## src/rtl/dit_pkg.sv

```systemverilog
`timescale 1ns/10ps
package dit_pkg;
    localparam int DATA_W = 32;
    localparam int CSR_W  = 11;
    localparam int SLOT_W = 2;
    localparam int MAX_CH = 2;
    localparam int CH_W   = $clog2(MAX_CH);
    localparam int ADDR_W = SLOT_W + CH_W;

    typedef enum logic [SLOT_W-1:0] {
        SLOT_CTRL   = 2'd0,
        SLOT_RELOAD = 2'd1,
        SLOT_COUNT  = 2'd2,
        SLOT_SPARE  = 2'd3
    } slot_e;

    // Field order fixes the bit positions seen by software (bit 10 first).
    typedef struct packed {
        logic all_go;       // 10
        logic pwm_sel;      // 9
        logic expired;      // 8
        logic run_en;       // 7
        logic irq_en;       // 6
        logic load_hold;    // 5
        logic auto_rld;     // 4
        logic capture_sel;  // 3
        logic gen_sel;      // 2
        logic count_down;   // 1
        logic mode_sel;     // 0
    } ctrl_t;

    typedef struct packed {
        logic ctrl;
        logic reload;
    } ch_wr_t;

    function automatic logic [DATA_W-1:0] ctrl_to_word(input ctrl_t c);
        return {{(DATA_W-CSR_W){1'b0}}, c};
    endfunction

    function automatic logic at_terminal(input logic down, input logic [DATA_W-1:0] cnt);
        return down ? (cnt == '0) : (&cnt);
    endfunction
endpackage

```

## src/rtl/dit_decode.sv

```systemverilog
`timescale 1ns/10ps
module dit_decode
    import dit_pkg::*;
#(
    parameter int NUM_CH = 2
) (
    input  logic                  wr_i,
    input  logic [CH_W-1:0]       ch_i,
    input  slot_e                 slot_i,
    input  logic                  all_go_bit_i,
    output ch_wr_t [NUM_CH-1:0]   wr_o,
    output logic                  start_all_o
);
    logic hit;
    logic ctrl_wr;

    always_comb begin
        hit     = ({{(32-CH_W){1'b0}}, ch_i} < NUM_CH);
        ctrl_wr = wr_i && hit && (slot_i == SLOT_CTRL);
        start_all_o = ctrl_wr && all_go_bit_i;
    end

    for (genvar i = 0; i < NUM_CH; i++) begin : g_sel
        always_comb begin
            wr_o[i].ctrl   = wr_i && (ch_i == CH_W'(i)) && (slot_i == SLOT_CTRL);
            wr_o[i].reload = wr_i && (ch_i == CH_W'(i)) && (slot_i == SLOT_RELOAD);
        end
    end
endmodule

```

## src/rtl/dit_channel.sv

```systemverilog
`timescale 1ns/10ps
module dit_channel
    import dit_pkg::*;
(
    input  logic              clk,
    input  logic              rst,
    input  ch_wr_t            wr_i,
    input  logic [DATA_W-1:0] wdata_i,
    input  logic              start_all_i,
    output ctrl_t             ctrl_o,
    output logic [DATA_W-1:0] reload_o,
    output logic [DATA_W-1:0] count_o,
    output logic              expire_o
);
    ctrl_t             ctrl_q, ctrl_n, wr_ctrl;
    logic [DATA_W-1:0] reload_q, count_q, count_n;
    logic              running_q, running_n;
    logic              start, expire, flag_clr;

    always_comb begin
        wr_ctrl  = ctrl_t'(wdata_i[CSR_W-1:0]);
        start    = (wr_i.ctrl && wr_ctrl.run_en) || start_all_i;
        flag_clr = wr_i.ctrl && wr_ctrl.expired;
        expire   = running_q && !ctrl_q.load_hold && at_terminal(ctrl_q.count_down, count_q);
    end

    always_comb begin
        ctrl_n = ctrl_q;
        if (wr_i.ctrl) ctrl_n = wr_ctrl;
        if (start_all_i) ctrl_n.run_en = 1'b1;
        ctrl_n.expired = expire || (ctrl_q.expired && !flag_clr);
    end

    always_comb begin
        if (start)            running_n = 1'b1;
        else if (wr_i.ctrl)   running_n = 1'b0;
        else if (expire)      running_n = ctrl_q.auto_rld;
        else                  running_n = running_q;
    end

    always_comb begin
        if (start || ctrl_q.load_hold) begin
            count_n = reload_q;
        end else if (running_q) begin
            if (expire)                 count_n = ctrl_q.auto_rld ? reload_q : count_q;
            else if (ctrl_q.count_down) count_n = count_q - 1'b1;
            else                        count_n = count_q + 1'b1;
        end else begin
            count_n = count_q;
        end
    end

    always_ff @(posedge clk) begin
        if (rst) begin
            ctrl_q    <= '0;
            reload_q  <= '0;
            count_q   <= '0;
            running_q <= 1'b0;
        end else begin
            ctrl_q    <= ctrl_n;
            count_q   <= count_n;
            running_q <= running_n;
            if (wr_i.reload) reload_q <= wdata_i;
        end
    end

    assign ctrl_o   = ctrl_q;
    assign reload_o = reload_q;
    assign count_o  = count_q;
    assign expire_o = expire;

    assert_down_step_R3: assert property (@(posedge clk) disable iff (rst)
        running_q && !ctrl_q.load_hold && ctrl_q.count_down && count_q != '0 && !start && !wr_i.ctrl
        |=> count_q == $past(count_q) - 1'b1);

    assert_stop_on_expiry_R3: assert property (@(posedge clk) disable iff (rst)
        expire && !ctrl_q.auto_rld && !start
        |=> !running_q && count_q == $past(count_q));

    assert_up_step_R4: assert property (@(posedge clk) disable iff (rst)
        running_q && !ctrl_q.load_hold && !ctrl_q.count_down && !(&count_q) && !start && !wr_i.ctrl
        |=> count_q == $past(count_q) + 1'b1);

    assert_reload_R5: assert property (@(posedge clk) disable iff (rst)
        expire && ctrl_q.auto_rld && !start && !wr_i.ctrl
        |=> running_q && count_q == $past(reload_q));

    assert_hold_force_R8: assert property (@(posedge clk) disable iff (rst)
        ctrl_q.load_hold |=> count_q == $past(reload_q));

    assert_stopped_stable_R10: assert property (@(posedge clk) disable iff (rst)
        !running_q && !ctrl_q.load_hold && !start |=> $stable(count_q));
endmodule

```

## src/rtl/dit_rdmux.sv

```systemverilog
`timescale 1ns/10ps
module dit_rdmux
    import dit_pkg::*;
#(
    parameter int NUM_CH = 2
) (
    input  logic [CH_W-1:0]                 ch_i,
    input  slot_e                           slot_i,
    input  ctrl_t [NUM_CH-1:0]              ctrl_i,
    input  logic  [NUM_CH-1:0][DATA_W-1:0]  reload_i,
    input  logic  [NUM_CH-1:0][DATA_W-1:0]  count_i,
    output logic  [DATA_W-1:0]              rdata_o
);
    always_comb begin
        rdata_o = '0;
        for (int i = 0; i < NUM_CH; i++) begin
            if (ch_i == CH_W'(i)) begin
                case (slot_i)
                    SLOT_CTRL:   rdata_o = ctrl_to_word(ctrl_i[i]);
                    SLOT_RELOAD: rdata_o = reload_i[i];
                    SLOT_COUNT:  rdata_o = count_i[i];
                    default:     rdata_o = '0;
                endcase
            end
        end
    end
endmodule

```

## src/rtl/dual_interval_timer.sv

```systemverilog
`timescale 1ns/10ps
module dual_interval_timer
    import dit_pkg::*;
#(
    parameter int NUM_CH = 2
) (
    input  logic              clk,
    input  logic              rst,
    input  logic [ADDR_W-1:0] bus_addr,
    input  logic              bus_wr,
    input  logic [DATA_W-1:0] bus_wdata,
    output logic [DATA_W-1:0] bus_rdata,
    output logic              irq
);
    logic [CH_W-1:0]                 ch_idx;
    slot_e                           slot;
    ch_wr_t [NUM_CH-1:0]             ch_wr;
    logic                            start_all;
    ctrl_t  [NUM_CH-1:0]             ctrl;
    logic   [NUM_CH-1:0][DATA_W-1:0] reload;
    logic   [NUM_CH-1:0][DATA_W-1:0] count;
    logic   [NUM_CH-1:0]             expire;
    logic   [NUM_CH-1:0]             pend;

    assign ch_idx = bus_addr[ADDR_W-1 -: CH_W];
    assign slot   = slot_e'(bus_addr[SLOT_W-1:0]);

    dit_decode #(.NUM_CH(NUM_CH)) u_decode (
        .wr_i         (bus_wr),
        .ch_i         (ch_idx),
        .slot_i       (slot),
        .all_go_bit_i (bus_wdata[CSR_W-1]),
        .wr_o         (ch_wr),
        .start_all_o  (start_all)
    );

    for (genvar i = 0; i < NUM_CH; i++) begin : g_ch
        dit_channel u_ch (
            .clk         (clk),
            .rst         (rst),
            .wr_i        (ch_wr[i]),
            .wdata_i     (bus_wdata),
            .start_all_i (start_all),
            .ctrl_o      (ctrl[i]),
            .reload_o    (reload[i]),
            .count_o     (count[i]),
            .expire_o    (expire[i])
        );
        assign pend[i] = ctrl[i].expired && ctrl[i].irq_en;
    end

    dit_rdmux #(.NUM_CH(NUM_CH)) u_rdmux (
        .ch_i     (ch_idx),
        .slot_i   (slot),
        .ctrl_i   (ctrl),
        .reload_i (reload),
        .count_i  (count),
        .rdata_o  (bus_rdata)
    );

    assign irq = |pend;

    assert_spare_zero_R2: assert property (@(posedge clk) disable iff (rst)
        slot == SLOT_SPARE |-> bus_rdata == '0);

    assert_ctrl_upper_zero_R2: assert property (@(posedge clk) disable iff (rst)
        slot == SLOT_CTRL |-> bus_rdata[DATA_W-1:CSR_W] == '0);

    assert_irq_cause_R7: assert property (@(posedge clk) disable iff (rst)
        $rose(irq) |-> $past(bus_wr) || $past(|expire));

    assert_irq_drop_R6: assert property (@(posedge clk) disable iff (rst)
        $fell(irq) |-> $past(bus_wr));
endmodule

```

## config.mk

```make
export PLATFORM = sky130hd
export DESIGN_NAME = dual_interval_timer
export DESIGN_NICKNAME = d
export VERILOG_FILES = /design/src/rtl/dit_pkg.sv /design/src/rtl/dit_decode.sv /design/src/rtl/dit_channel.sv /design/src/rtl/dit_rdmux.sv /design/src/rtl/dual_interval_timer.sv
export SDC_FILE = /design/constraint.sdc
export NUM_CORES = 1
export LEC_CHECK = 0
export ABC_AREA = 1
export CAP_MARGIN = 0
export CELL_PAD_IN_SITES_DETAIL_PLACEMENT = 1
export CELL_PAD_IN_SITES_GLOBAL_PLACEMENT = 1
export CORE_MARGIN = 2
export CORE_UTILIZATION = 42
export CTS_BUF_LIST = sky130_fd_sc_hd__clkbuf_8 sky130_fd_sc_hd__clkbuf_16
export CTS_CLUSTER_SIZE = 14
export DETAILED_ROUTE_END_ITERATION = 10
export PLACE_DENSITY = 0.88
export SETUP_SLACK_MARGIN = 0.3
export SLEW_MARGIN = 10
export SYNTH_ARGS = -nofsm -noshare
export SYNTH_HDL_FRONTEND = slang
export SYNTH_SLANG_ARGS = --single-unit
```

## constraint.sdc

```tcl
create_clock -name clk -period 2.92 [get_ports clk]
set_clock_uncertainty 0.1 [all_clocks]
set_input_delay 0.438 -clock clk [delete_from_list [all_inputs] [get_ports clk]]
set_output_delay 0.438 -clock clk [all_outputs]
set_load 0.02 [all_outputs]
```

; Yosys cells after proc, flatten, opt, wreduce, memory -nomap -nowiden
; Cells that the tools add are included.
[totals]
latchBits = 0
n_memories = 0
regBits = 152
mem_bits_ro = 0
ram_bits = 0
elab_cells = 106
in_bits = 38
[op_classes]
n_shift = 0
n_addsub = 4
order_cmp = 0
bitwise_logic = 1
mux = 25
n_reduce_logical = 44
div = 0
eq_ne = 4
n_mul = 0
[ops]
columns = operator, count
row1 = $mux 32, 11
row2 = $pmux 32 s3, 2
row3 = $add 32x1->32 const B, 2
row4 = $logic_not 32->1, 2
row5 = $reduce_and 32->1, 2
row6 = $sub 32x1->32 const B, 2
row7 = $logic_and 1x1->1, 20
row8 = $mux 8, 2
row9 = $mux 1, 10
row10 = $reduce_bool 2->1, 4
row11 = $logic_or 1x1->1, 6
row12 = $ne 3x2->1 const B, 2
row13 = $reduce_bool 3->1, 2
row14 = $logic_not 1->1, 4
row15 = $reduce_and 2->1, 2
row16 = $eq 2x1->1 const B, 1
row17 = $eq 2x2->1 const B, 1
row18 = $logic_not 2->1, 1
row19 = $reduce_or 2->1, 1
row20 = $not 1->1, 1

; Logic depth before layout (Yosys ltp)
; Gate-level depths: netlist (run 1).
[depth]
word_depth = 8
ltp_mapped = 15
depth_no_buf = 15

; Hierarchy
; Synthesis (run 1) repeated with hierarchy kept, for this count alone.
[hier_totals]
cells_unflattened = 2534
area_unflattened_um2 = 13674.4
[modules_own_cells]
columns = module, n_inst, seq_area_each_um2, cells_per_inst, area_per_inst_um2
row1 = dit_channel at g_ch[1].u_ch, 1, 1521.5, 1088, 6075.8
row2 = dit_channel at g_ch[0].u_ch, 1, 1521.5, 1087, 6058.3
row3 = dit_rdmux, 1, 0.0, 343, 1480.2
row4 = dit_decode, 1, 0.0, 13, 48.8
row5 = dual_interval_timer, 1, 0.0, 3, 11.3

; Worst setup path before layout (run 1)
; Ideal clock, no wire load.
[synth_path]
path_kind = register to register
start = reg g_ch[0].u_ch.ctrl_q (netlist bit g_ch[0].u_ch.ctrl_o[1])
end = reg g_ch[0].u_ch.count_q[27]
n_path_buf = 0
t_required_ns = 2.709
t_arrival_ns = 2.291
stages_incl_launch_ff = 14
slack_ns = 0.417
period_less_slack_ns = 2.503
path_cell_list = dfxtp_1 > ha_1 > nand2_1 > inv_1 > nand2_1 > nand2_1 > a21oi_1 > nor2_1 > nor2_1 > nand3_1 > nand2_1 > nor2_1 > nor2_1 > nor2_1
[synth_via]
elab_chain_cells = 5
[synth_rtl]
columns = item, line_no
row1 = from (decl), dit_channel.sv:15  ; ctrl_t ctrl_q, ctrl_n, wr_ctrl;
row2 = from (signal assigned), dit_channel.sv:60  ; ctrl_q <= ctrl_n;
row3 = $mux 1, dit_pkg.sv:42  ; return down ? (cnt == '0) : (&cnt);
row4 = $logic_and 1x1->1, dit_channel.sv:24  ; expire = running_q && !ctrl_q.load_hold && at_terminal(ctrl_q.count_down, count_q);
row5 = $mux 32, dit_channel.sv:45  ; if (expire) count_n = ctrl_q.auto_rld ? reload_q : count_q;
row6 = $mux 32, dit_channel.sv:44  ; end else if (running_q) begin
row7 = $mux 32, dit_channel.sv:42  ; if (start || ctrl_q.load_hold) begin
row8 = to (signal assigned), dit_channel.sv:61  ; count_q <= count_n;
row9 = to (decl), dit_channel.sv:16  ; logic [DATA_W-1:0] reload_q, count_q, count_n;
; Parallel ways exist; a longest one is shown, timed or not. The select of a mux whose other input is x is not followed.
; A chain may end at the register's enable or synchronous reset.

; Worst setup path after layout (run 1)
[layout_path]
start = in bus_addr[1]
end = out bus_rdata[14]
[layout_via]
elab_chain_cells = 3
[layout_rtl]
columns = item, line_no
row1 = from (decl), dual_interval_timer.sv:9  ; input logic [ADDR_W-1:0] bus_addr,
row2 = $eq 2x2->1 (tied with other cells), dit_rdmux.sv:18  ; case (slot_i)
row3 = $pmux 32 s3, dit_rdmux.sv:18
row4 = $mux 32 *, dit_rdmux.sv:17  ; if (ch_i == CH_W'(i)) begin
row5 = to (decl), dual_interval_timer.sv:12  ; output logic [DATA_W-1:0] bus_rdata,
; Mark *: on every way between the ends. The rest lies on a longest branch, timed or not.

==> flow_summary.yaml, run 1 <==
final_layout:
  final_cells: 2763
  finalNetCount: 2455
  area.growth.synth_to_final_pct: 16.2
  post-route-cell-area_sq_um: 14900
  nFillCells: 4306
  share_of_layout_cells_above_drive_strength_1: 0.0727
  finish.utilization: 0.491
  antenna_cells: 0
detailed_routing:
  route.antenna.remaining_nets: 0
  final_routed_wire_length_divided_by_cell_count_um: 18.9
  vias: 15100
  avgViaCountPerCell: 5.46
  post-route-drc-count: 0
  finalWirelength_mm: 52.1
  drt_first_pass_iters: 5
  first_iter_violations: 1100
synthesis:
  synth_top_family_by_area: "simple AND/OR/NAND/NOR gates"
  post_synth.cell_area_avg_sq_um: 5.61
  basic_gate_share_of_the_synthesized_area_counting_and_or_nand_and_nor_cells: 0.410
  synth_area_sq_um: 12800
  synth_xor_area_frac: 0.0198
  ys_types: 44
  synth_nets: 2388
  synth-adder-area-share: 0.0616
  yosys_warnings: 0
  yosys_register_bits: 152
  fraction_of_the_yosys_area_taken_by_sequential_cells: 0.237
  synthCells: 2288
  muxShareOfSynthArea: 0.00234
  synth_area_in_compound_gates: 0.136
placed_design:
  dpl.cell_count: 2726
  placement.io_buffers: 70
  hpwl_dp_mm: 40.7
  gp_congestion: 0.951
  post-place-ws_ns: -0.182
  place_area_sq_um: 14200
run:
  drv_cap: 0
power:
  cellLeakagePower_uw: 0.00766
  cell_internal_power_dissipation_uw: 4240
  sequential_share_of_power: 0.367
  comb_power_share: 0.275
  clkPwrFrac: 0.359
  p_sw_frac: 0.354
  power_density_nw_per_um2: 440
  vdd_drop_max_mv: 0.411
  power.net_switching_uw: 2320
sta:
  report.final.hold_viol_count: 0
  layout_worst_path_cycle_share: 0.890
  final_worst_path_period_need_ns: 2.60
  timing.fmax_ghz: 0.385
  setup_viol: 0
  relSlewSlack: 0.531
  tightestPinTransition_ns: 0.703
  unrepaired_setup_endpoints_after_global_routing: "true"
  drv_slew: 0
  fin_ws_ns: 0.321
worst_setup_path:
  r2r-end: "g_ch[1].u_ch.count_o[12]"
  reg2reg_setup_slack_ns: 0.40
  critical_path_arrival_ns: 2.06
  crit_required_ns: 2.38
  worstSetupPathType: "in2out"
  setup.worst_path.end_class: "output port"
  timing.critical_path.fanout_max: 16
  critical_path.startpoint_type: "primary input"
  timing.rr.start: "g_ch[1].u_ch.ctrl_o[1]"
  ff2ff_path_depth: 10
  crit_path_end: "bus_rdata[14]"
  critPathLaunch: "bus_addr[1]"
floorplanning:
  die_area_sq_um: 32000
  pin_count: 71
  fp-row-count: 64
  floorplan.core_area_sq_um: 30300
  initial_util: 0.423
  die_width_um: 179
  die_h_um: 179
cts:
  clkSlewWorstSetupHoldPaths_ns: 0.06
  clockBufferDepth: 2
  number_of_cts_inserted_buffers: 17
  root_buffer: "sky130_fd_sc_hd__clkbuf_16"
  cts_tree: "done"
  clock_tree.htree_level_count: 4
  clkSinkCount: 152
  clkLatencyLatePin_ns: 0.44
  post_cts_hold_buffer_count: 0
grt:
  grt_antenna_before_repair: 0
  grt_max_degree: 60
  first_global_vias: 15100
  grt_overflow_total: 0
  grt_first_pass_wirelength_mm: 80.4
  grt_usage: 0.325
worst_hold_path:
  holdCritPathClass: "reg2reg"
status:
  outcome: "completed"
sequential cells by signal, summed over array words and instances, names as in the netlist:
signal,count
g_ch.u_ch.ctrl_o,22
g_ch.u_ch.count_o,64
g_ch.u_ch.running_q,2
g_ch.u_ch.reload_o,64
cell families after synthesis:
kind of cell | Yosys count
compound gates | 318
xor+xnor | 29
fa+ha+maj | 62
buf+inv | 432
flops | 152
mux | 3
simple gates | 1292
worst min path at each step:
stage                           start                     end  slack [ns]  depth (start not counted)
2_1_floorplan  g_ch[0].u_ch.ctrl_o[7]  g_ch[0].u_ch.ctrl_o[7]        0.34                          2
3_3_place_gp   g_ch[0].u_ch.ctrl_o[7]  g_ch[0].u_ch.ctrl_o[7]        0.35                          2
3_5_place_dp   g_ch[0].u_ch.ctrl_o[7]  g_ch[0].u_ch.ctrl_o[7]        0.37                          2
4_1_cts        g_ch[0].u_ch.ctrl_o[7]  g_ch[0].u_ch.ctrl_o[7]        0.38                          2
5_1_grt        g_ch[0].u_ch.ctrl_o[7]  g_ch[0].u_ch.ctrl_o[7]        0.41                          2
6_report       g_ch[0].u_ch.ctrl_o[7]  g_ch[0].u_ch.ctrl_o[7]        0.38                          2
power by group through the flow:
stage	clock network (uW)	registers, uW	logic (uW)
finish	2350	2400	1800
global placement	0	2440	1690
detailed placement	0	2440	1760
floorplan	0	2370	1160
CTS	2370	2400	1770
global route	2460	2420	1990
synthesized netlist by cell type, drive strengths merged:
cell type	instances	share of area
buf	39	0.018
fa	2	0.0031
nor3	7	0.0027
mux2i	3	0.0023
nand4	18	0.0088
a21oi	124	0.049
nand2	735	0.22
and2	1	0.00049
nor2	353	0.11
a211oi	13	0.0076
o221ai	2	0.0014
clkbuf	43	0.013
o22ai	28	0.014
o21ai	120	0.048
a31oi	15	0.0073
a21o	2	0.0012
xor2	17	0.012
inv	347	0.10
o21bai	3	0.0018
nand3b	16	0.0094
nor4	2	0.00097
ha	60	0.058
dfxtp	152	0.24
a21boi	1	0.00088
a221oi	3	0.0020
xnor2	12	0.0082
o211ai	3	0.0018
a22oi	2	0.0012
clkinv	3	0.00088
nand3	160	0.063
o21a	2	0.0012
metrics by stage:
step	power, uW	hold WS [ns]	setup TNS [ns]
floorplan	3530	0.340	0
global placement	4130	0.355	-2.75
detailed placement	4200	0.371	-3.62
CTS	6530	0.382	0
global route	6870	0.414	0
finish	6550	0.383	0
per-layer routing:
metal,wire (um),vias up,part of all wire,global-route usage
li1,-,7327,-,-
met1,23400,7247,0.45,0.427
met2,24500,413,0.47,0.545
met3,2570,105,0.049,0.0452
met4,1610,0,0.031,0.111
met5,0,-,0,0
critical path: stages:
cell and delay (ns):
sky130_fd_sc_hd__clkdlybuf4s50_1 0.48, sky130_fd_sc_hd__buf_6 0.17, sky130_fd_sc_hd__nand2_4 0.10, sky130_fd_sc_hd__bufbuf_16 0.30, sky130_fd_sc_hd__o22ai_1 0.14, sky130_fd_sc_hd__nand2_1 0.07, sky130_fd_sc_hd__nand2_1 0.16, sky130_fd_sc_hd__buf_2 0.20
layout make-up:
cell class                 count  area, sq um  area share
clock buffer                  18          439      0.0295
sequential                   152         3050       0.204
multi-input combinational   1704         8170       0.548
inverter                     350         1320      0.0885
timing repair buffer         130         1260      0.0848
clock inverter                13          170      0.0114
tap                          396          495      0.0332
repair_timing:
action	4_1_cts	5_1_grt
resized for setup	149	37
gates cloned	1	2
pin swaps	0	3
endpoints found under the setup margin	38	66
buffers inserted	0	3
cells in the final DEF, fill, tap and decap left out, drive strengths merged, types with 3 or more instances in the layout:
cell type      count
a31oi             15
ha                60
o21ai            120
nand4             18
xnor2             12
nand2            735
a211oi            13
clkdlybuf4s50     37
clkinv             4
inv              352
dfxtp            152
a21oi            124
clkbuf            20
nand3b            16
nand3            160
o211ai             3
mux2i              3
o21bai             3
a221oi             3
o22ai             28
buf               87
xor2              17
bufinv             3
clkinvlp           4
nor2             353
nor3               7
Note: power is estimated with default switching activity, not from simulation.
==> inputs of run 2 (changes only) <==
MAX_ROUTING_LAYER = met4   (was default)
RECOVER_POWER = 25   (was default)
==> flow_summary.yaml, run 2 (synthesis results as in run 1) <==
placed_design:
  gp_congestion: 0.973
  hpwl_dp_mm: 40.7
  place_area_sq_um: 14200
  placement.io_buffers: 70
cts:
  root_buffer: "sky130_fd_sc_hd__clkbuf_16"
  clkSinkCount: 152
  clockBufferDepth: 2
  clkSlewWorstSetupHoldPaths_ns: 0.07
  clkLatencyLatePin_ns: 0.44
  number_of_cts_inserted_buffers: 17
  cts_tree: "done"
  clock_tree.htree_level_count: 4
worst_setup_path:
  timing.critical_path.fanout_max: 25
  setup.worst_path.end_class: "register"
  critical_path_arrival_ns: 2.97
  worstSetupPathType: "in2reg"
  critical_path.startpoint_type: "primary input"
  crit_required_ns: 3.14
detailed_routing:
  vias: 15300
  avgViaCountPerCell: 5.55
  finalWirelength_mm: 53.4
  final_routed_wire_length_divided_by_cell_count_um: 19.3
  drt_first_pass_iters: 5
  first_iter_violations: 1364
  route.antenna.remaining_nets: 0
  post-route-drc-count: 0
grt:
  grt_antenna_before_repair: 0
  grtUsageMet3: 0.0386
  grt_first_pass_wirelength_mm: 82.1
  met2_track_demand_over_resource_in_global_routing: 0.557
  grt_overflow_total: 0
  grt_max_degree: 76
  first_global_vias: 15400
  global_route.peak_usage_layer: "met2"
  grtUsageMet1: 0.434
  grt_usage: 0.341
sta:
  drv_slew: 0
  final_worst_path_period_need_ns: 2.75
  timing.fmax_ghz: 0.364
  layout_worst_path_cycle_share: 0.942
  setup_viol: 0
  unrepaired_setup_endpoints_after_global_routing: "true"
  report.final.hold_viol_count: 0
  tightestPinTransition_ns: 1.06
  totalNegativeSetupSlack_ns: 0
  fin_worst_hold_slack_ns: 0.396
  relSlewSlack: 0.290
final_layout:
  finish.utilization: 0.493
  final_common_cell: "sky130_fd_sc_hd__nand2_1"
  area.growth.synth_to_final_pct: 16.5
  share_of_layout_cells_above_drive_strength_1: 0.0748
  nFillCells: 4349
  layout_common_cells: "sky130_fd_sc_hd__nand2_1 (718), sky130_fd_sc_hd__inv_1 (342), sky130_fd_sc_hd__nor2_1 (337)"
  combined_flip_flop_and_latch_cell_area_sq_um: 3050
  post-route-cell-area_sq_um: 15000
  multi_input_comb_area_sq_um: 8230
  finalNetCount: 2453
  antenna_cells: 0
run:
  drv_cap: 0
power:
  vdd_drop_max_mv: 0.457
  cellLeakagePower_uw: 0.00765
  power_density_nw_per_um2: 439
worst_hold_path:
  holdCritPathClass: "reg2reg"
floorplanning:
  die_area_sq_um: 32000
  floorplan.core_area_sq_um: 30300
  fp-row-count: 64
  die_h_um: 179
  initial_util: 0.423
  die_width_um: 179
  pin_count: 71
status:
  outcome: "completed"
==> run 2: changes by cell type in the layout (fill, tap and decap cells not counted), moves of 2 or more <==
cell	before	now
sky130_fd_sc_hd__o22ai_2	1	5
sky130_fd_sc_hd__clkinvlp_4	4	1
sky130_fd_sc_hd__buf_2	25	11
sky130_fd_sc_hd__nand2_2	5	10
sky130_fd_sc_hd__ha_1	57	59
sky130_fd_sc_hd__nand2_1	723	718
sky130_fd_sc_hd__buf_6	2	5
sky130_fd_sc_hd__clkbuf_2	0	5
sky130_fd_sc_hd__ha_2	3	1
sky130_fd_sc_hd__o22ai_1	27	23
sky130_fd_sc_hd__clkbuf_1	0	5
sky130_fd_sc_hd__clkinv_4	1	3
==> run 2: worst max-delay path: stages <==
cell	delay, ns
sky130_fd_sc_hd__clkdlybuf4s50_1	0.43
sky130_fd_sc_hd__buf_6	0.16
sky130_fd_sc_hd__buf_12	0.13
sky130_fd_sc_hd__nor2_8	0.14
sky130_fd_sc_hd__buf_6	0.18
sky130_fd_sc_hd__clkbuf_1	0.27
sky130_fd_sc_hd__nand3_2	0.22
sky130_fd_sc_hd__o21ai_2	0.12
sky130_fd_sc_hd__inv_2	0.07
sky130_fd_sc_hd__nand2_2	0.08
sky130_fd_sc_hd__inv_2	0.11
sky130_fd_sc_hd__nand2_4	0.12
sky130_fd_sc_hd__buf_12	0.17
sky130_fd_sc_hd__nand2_1	0.07
sky130_fd_sc_hd__o21ai_1	0.12
sky130_fd_sc_hd__a21oi_1	0.14
==> run 2: path summary, 6_finish.rpt <==
check                         startpoint                       to  slack, ns  cells past startpoint
setup / recovery             bus_addr[1]  g_ch[0].u_ch.count_o[9]       0.17                     16
hold / removal    g_ch[1].u_ch.ctrl_o[6]   g_ch[1].u_ch.ctrl_o[6]       0.40                      2
hold reg to reg   g_ch[1].u_ch.ctrl_o[6]   g_ch[1].u_ch.ctrl_o[6]       0.40                      2
setup reg to reg  g_ch[0].u_ch.ctrl_o[1]  g_ch[0].u_ch.count_o[9]       0.38                     11
==> run 2: layout make-up <==
class | count | area share
timing repair buffer | 128 | 0.0843
clock inverter | 14 | 0.0108
inverter | 350 | 0.0881
multi-input combinational | 1704 | 0.551
tap | 396 | 0.0331
clock buffer | 18 | 0.0294
sequential | 152 | 0.204
==> run 2: through the flow <==
stage / power, uW / cells / setup slack [ns]
after floorplan: 3530 / 2288 / 0.417
after global placement: 4120 / 2726 / -0.179
after detailed placement: 4200 / 2726 / -0.207
after CTS: 6530 / 2759 / 0.240
after global routing: 6850 / 2762 / 0.108
final: 6570 / 2762 / 0.169
==> run 2: routing by layer <==
metal	share of wire	wire, um
met2	0.48	25400
met1	0.44	23600
met3	0.051	2740
met5	0	0
met4	0.031	1660
==> run 2: power by group <==
| part | switching (uW) | internal (uW) |
|---|---|---|
| Sequential | 185 | 2220 |
| Combinational | 1170 | 650 |
| Clock | 1030 | 1310 |
==> run 2: repair_timing <==
action / CTS / global route
pin swaps: 0 / 6
cloned: 1 / 2
hold endpoints to repair: 0 / 0
hold buffers: 0 / 0
endpoints found under the setup margin: 32 / 80
resized for setup: 129 / 74
setup buffers: 0 / 1
==> inputs of run 3 (changes only) <==
CORE_MARGIN = default   (was 2)
==> flow_summary.yaml, run 3 (synthesis results as in run 1) <==
worst_setup_path:
  crit_slowest_cell: "sky130_fd_sc_hd__clkbuf_1"
  reg2reg_setup_slack_ns: 0.25
  timing.critical_path.fanout_max: 15
  critical_path_arrival_ns: 3.05
  setup.worst_path.end_class: "register"
  worst_path_most_repeated_cell: "sky130_fd_sc_hd__buf_4"
  worstSetupPathType: "in2reg"
  critPathMaxStageDelay_ns: 0.58
  crit_path_cell_trace: "dlygate4sd2_1 -> buf_4 -> nor2_8 -> buf_4 -> buf_4 -> nand2_2 -> clkbuf_1 -> inv_1 -> nor2_1 -> nand2_1 -> a21oi_1"
  critical_path.startpoint_type: "primary input"
  crit_required_ns: 3.20
power:
  vdd_drop_max_mv: 0.465
  p_sw_frac: 0.365
  cell_internal_power_dissipation_uw: 4200
  sequential_share_of_power: 0.362
  power_density_nw_per_um2: 440
  power.net_switching_uw: 2420
  comb_power_share: 0.276
  cellLeakagePower_uw: 0.00773
  clkPwrFrac: 0.362
sta:
  timing.fmax_ghz: 0.360
  totalNegativeSetupSlack_ns: 0
  fin_ws_ns: 0.142
  layout_worst_path_cycle_share: 0.951
  report.final.hold_viol_count: 0
  relSlewSlack: 0.238
  setup_viol: 0
  tightestPinTransition_ns: 1.14
  final_worst_path_period_need_ns: 2.78
  unrepaired_setup_endpoints_after_global_routing: "true"
  drv_slew: 0
run:
  drv_cap: 0
detailed_routing:
  route.antenna.remaining_nets: 0
  final_routed_wire_length_divided_by_cell_count_um: 19.4
  finalWirelength_mm: 53.7
  post-route-drc-count: 0
  first_iter_violations: 1096
  avgViaCountPerCell: 5.50
  vias: 15200
  drt_first_pass_iters: 5
floorplanning:
  floorplan.core_area_sq_um: 29900
  initial_util: 0.430
  fp-row-count: 63
  pin_count: 71
  die_area_sq_um: 31300
  die_width_um: 177
  die_h_um: 177
cts:
  clkLatencyLatePin_ns: 0.46
  root_buffer: "sky130_fd_sc_hd__clkbuf_16"
  clkSlewWorstSetupHoldPaths_ns: 0.07
  clock_tree.htree_level_count: 4
  number_of_cts_inserted_buffers: 17
  clockBufferDepth: 2
  cts_tree: "done"
  post_cts_hold_buffer_count: 0
  clkSinkCount: 152
grt:
  grt_usage: 0.356
  grt_overflow_total: 0
  grt_first_pass_wirelength_mm: 84.0
  grt_antenna_before_repair: 0
  grt_max_degree: 48
  first_global_vias: 15600
final_layout:
  multi_input_comb_area_sq_um: 8160
  finalNetCount: 2466
  final_common_cell: "sky130_fd_sc_hd__nand2_1"
  nFillCells: 4265
  post-route-cell-area_sq_um: 15100
  share_of_layout_cells_above_drive_strength_1: 0.0673
  layout_common_cells: "sky130_fd_sc_hd__nand2_1 (723), sky130_fd_sc_hd__inv_1 (339), sky130_fd_sc_hd__nor2_1 (339)"
  antenna_cells: 0
  area.growth.synth_to_final_pct: 17.3
  combined_flip_flop_and_latch_cell_area_sq_um: 3050
placed_design:
  place_area_sq_um: 14400
  gp_congestion: 0.965
  placement.io_buffers: 70
  hpwl_dp_mm: 41.5
  post-place-ws_ns: -0.419
status:
  outcome: "completed"
worst_hold_path:
  holdCritPathClass: "reg2reg"
==> run 3: cell count changes in the layout (fill, tap and decap cells not counted), sizes merged, moves of 2 or more <==
cell | previous run | this run
clkdlybuf4s15 | 3 | 12
dlygate4sd2 | 1 | 13
clkbuf | 30 | 28
dlygate4sd1 | 0 | 2
clkdlybuf4s50 | 37 | 35
clkinv | 7 | 4
inv | 354 | 356
buf | 74 | 68
==> run 3: final cells by class <==
| cell class | count | share of cell area |
|---|---|---|
| Clock buffer | 18 | 0.0292 |
| Multi-Input combinational cell | 1704 | 0.542 |
| Tap cell | 390 | 0.0324 |
| Timing Repair Buffer | 141 | 0.0948 |
| Sequential cell | 152 | 0.202 |
| Clock inverter | 14 | 0.0116 |
| Inverter | 350 | 0.0874 |
==> run 3: metrics by stage <==
stage          hold WS (ns)  cells  total power (uW)   util
4_1_cts               0.390   2764              6590  0.501
3_5_place_dp          0.379   2732              4220  0.481
3_3_place_gp          0.354   2732              4140  0.481
5_1_grt               0.423   2769              6920  0.504
6_report              0.394   2769              6620  0.504
2_1_floorplan         0.340   2288              3530      -
==> run 3: per-layer routing <==
metal	share of wire	routed length, um	up-vias	GRT usage
met5	0	0	-	-
met4	0.035	1880	0	0.131
met3	0.049	2630	117	0.0565
met2	0.46	24900	389	0.570
met1	0.45	24300	7355	0.450
li1	-	-	7356	-
==> run 3: final timing paths <==
check / from / endpoint / depth (start not counted)
worst max-delay path: bus_addr[1] / g_ch[0].u_ch.ctrl_o[7] / 11
worst min-delay path: g_ch[0].u_ch.reload_o[16] / g_ch[0].u_ch.reload_o[16] / 2
worst max register to register: g_ch[0].u_ch.ctrl_o[1] / g_ch[0].u_ch.count_o[13] / 15
worst min register to register: g_ch[0].u_ch.reload_o[16] / g_ch[0].u_ch.reload_o[16] / 2
==> run 3: worst max-delay path, delay by kind of cell <==
kind	cells	cell delay, ns
and+or+nand+nor	4	0.60
buffers and inverters	6	1.86
AOI/OAI and AO/OA	1	0.14
==> run 3: timing repair <==
action / CTS / global route
pin swaps: 0 / 2
gates resized for setup: 59 / 48
buffers inserted: 0 / 4
cloned: 0 / 1
setup endpoints to repair: 33 / 74
==> run 3: power groups by stage <==
stage,Combinational [uW],Sequential (uW),Clock (uW)
final,1830,2400,2400
after global routing,2020,2410,2480
after CTS,1800,2390,2400
after detailed placement,1780,2440,0
after global placement,1710,2430,0
after floorplan,1160,2370,0
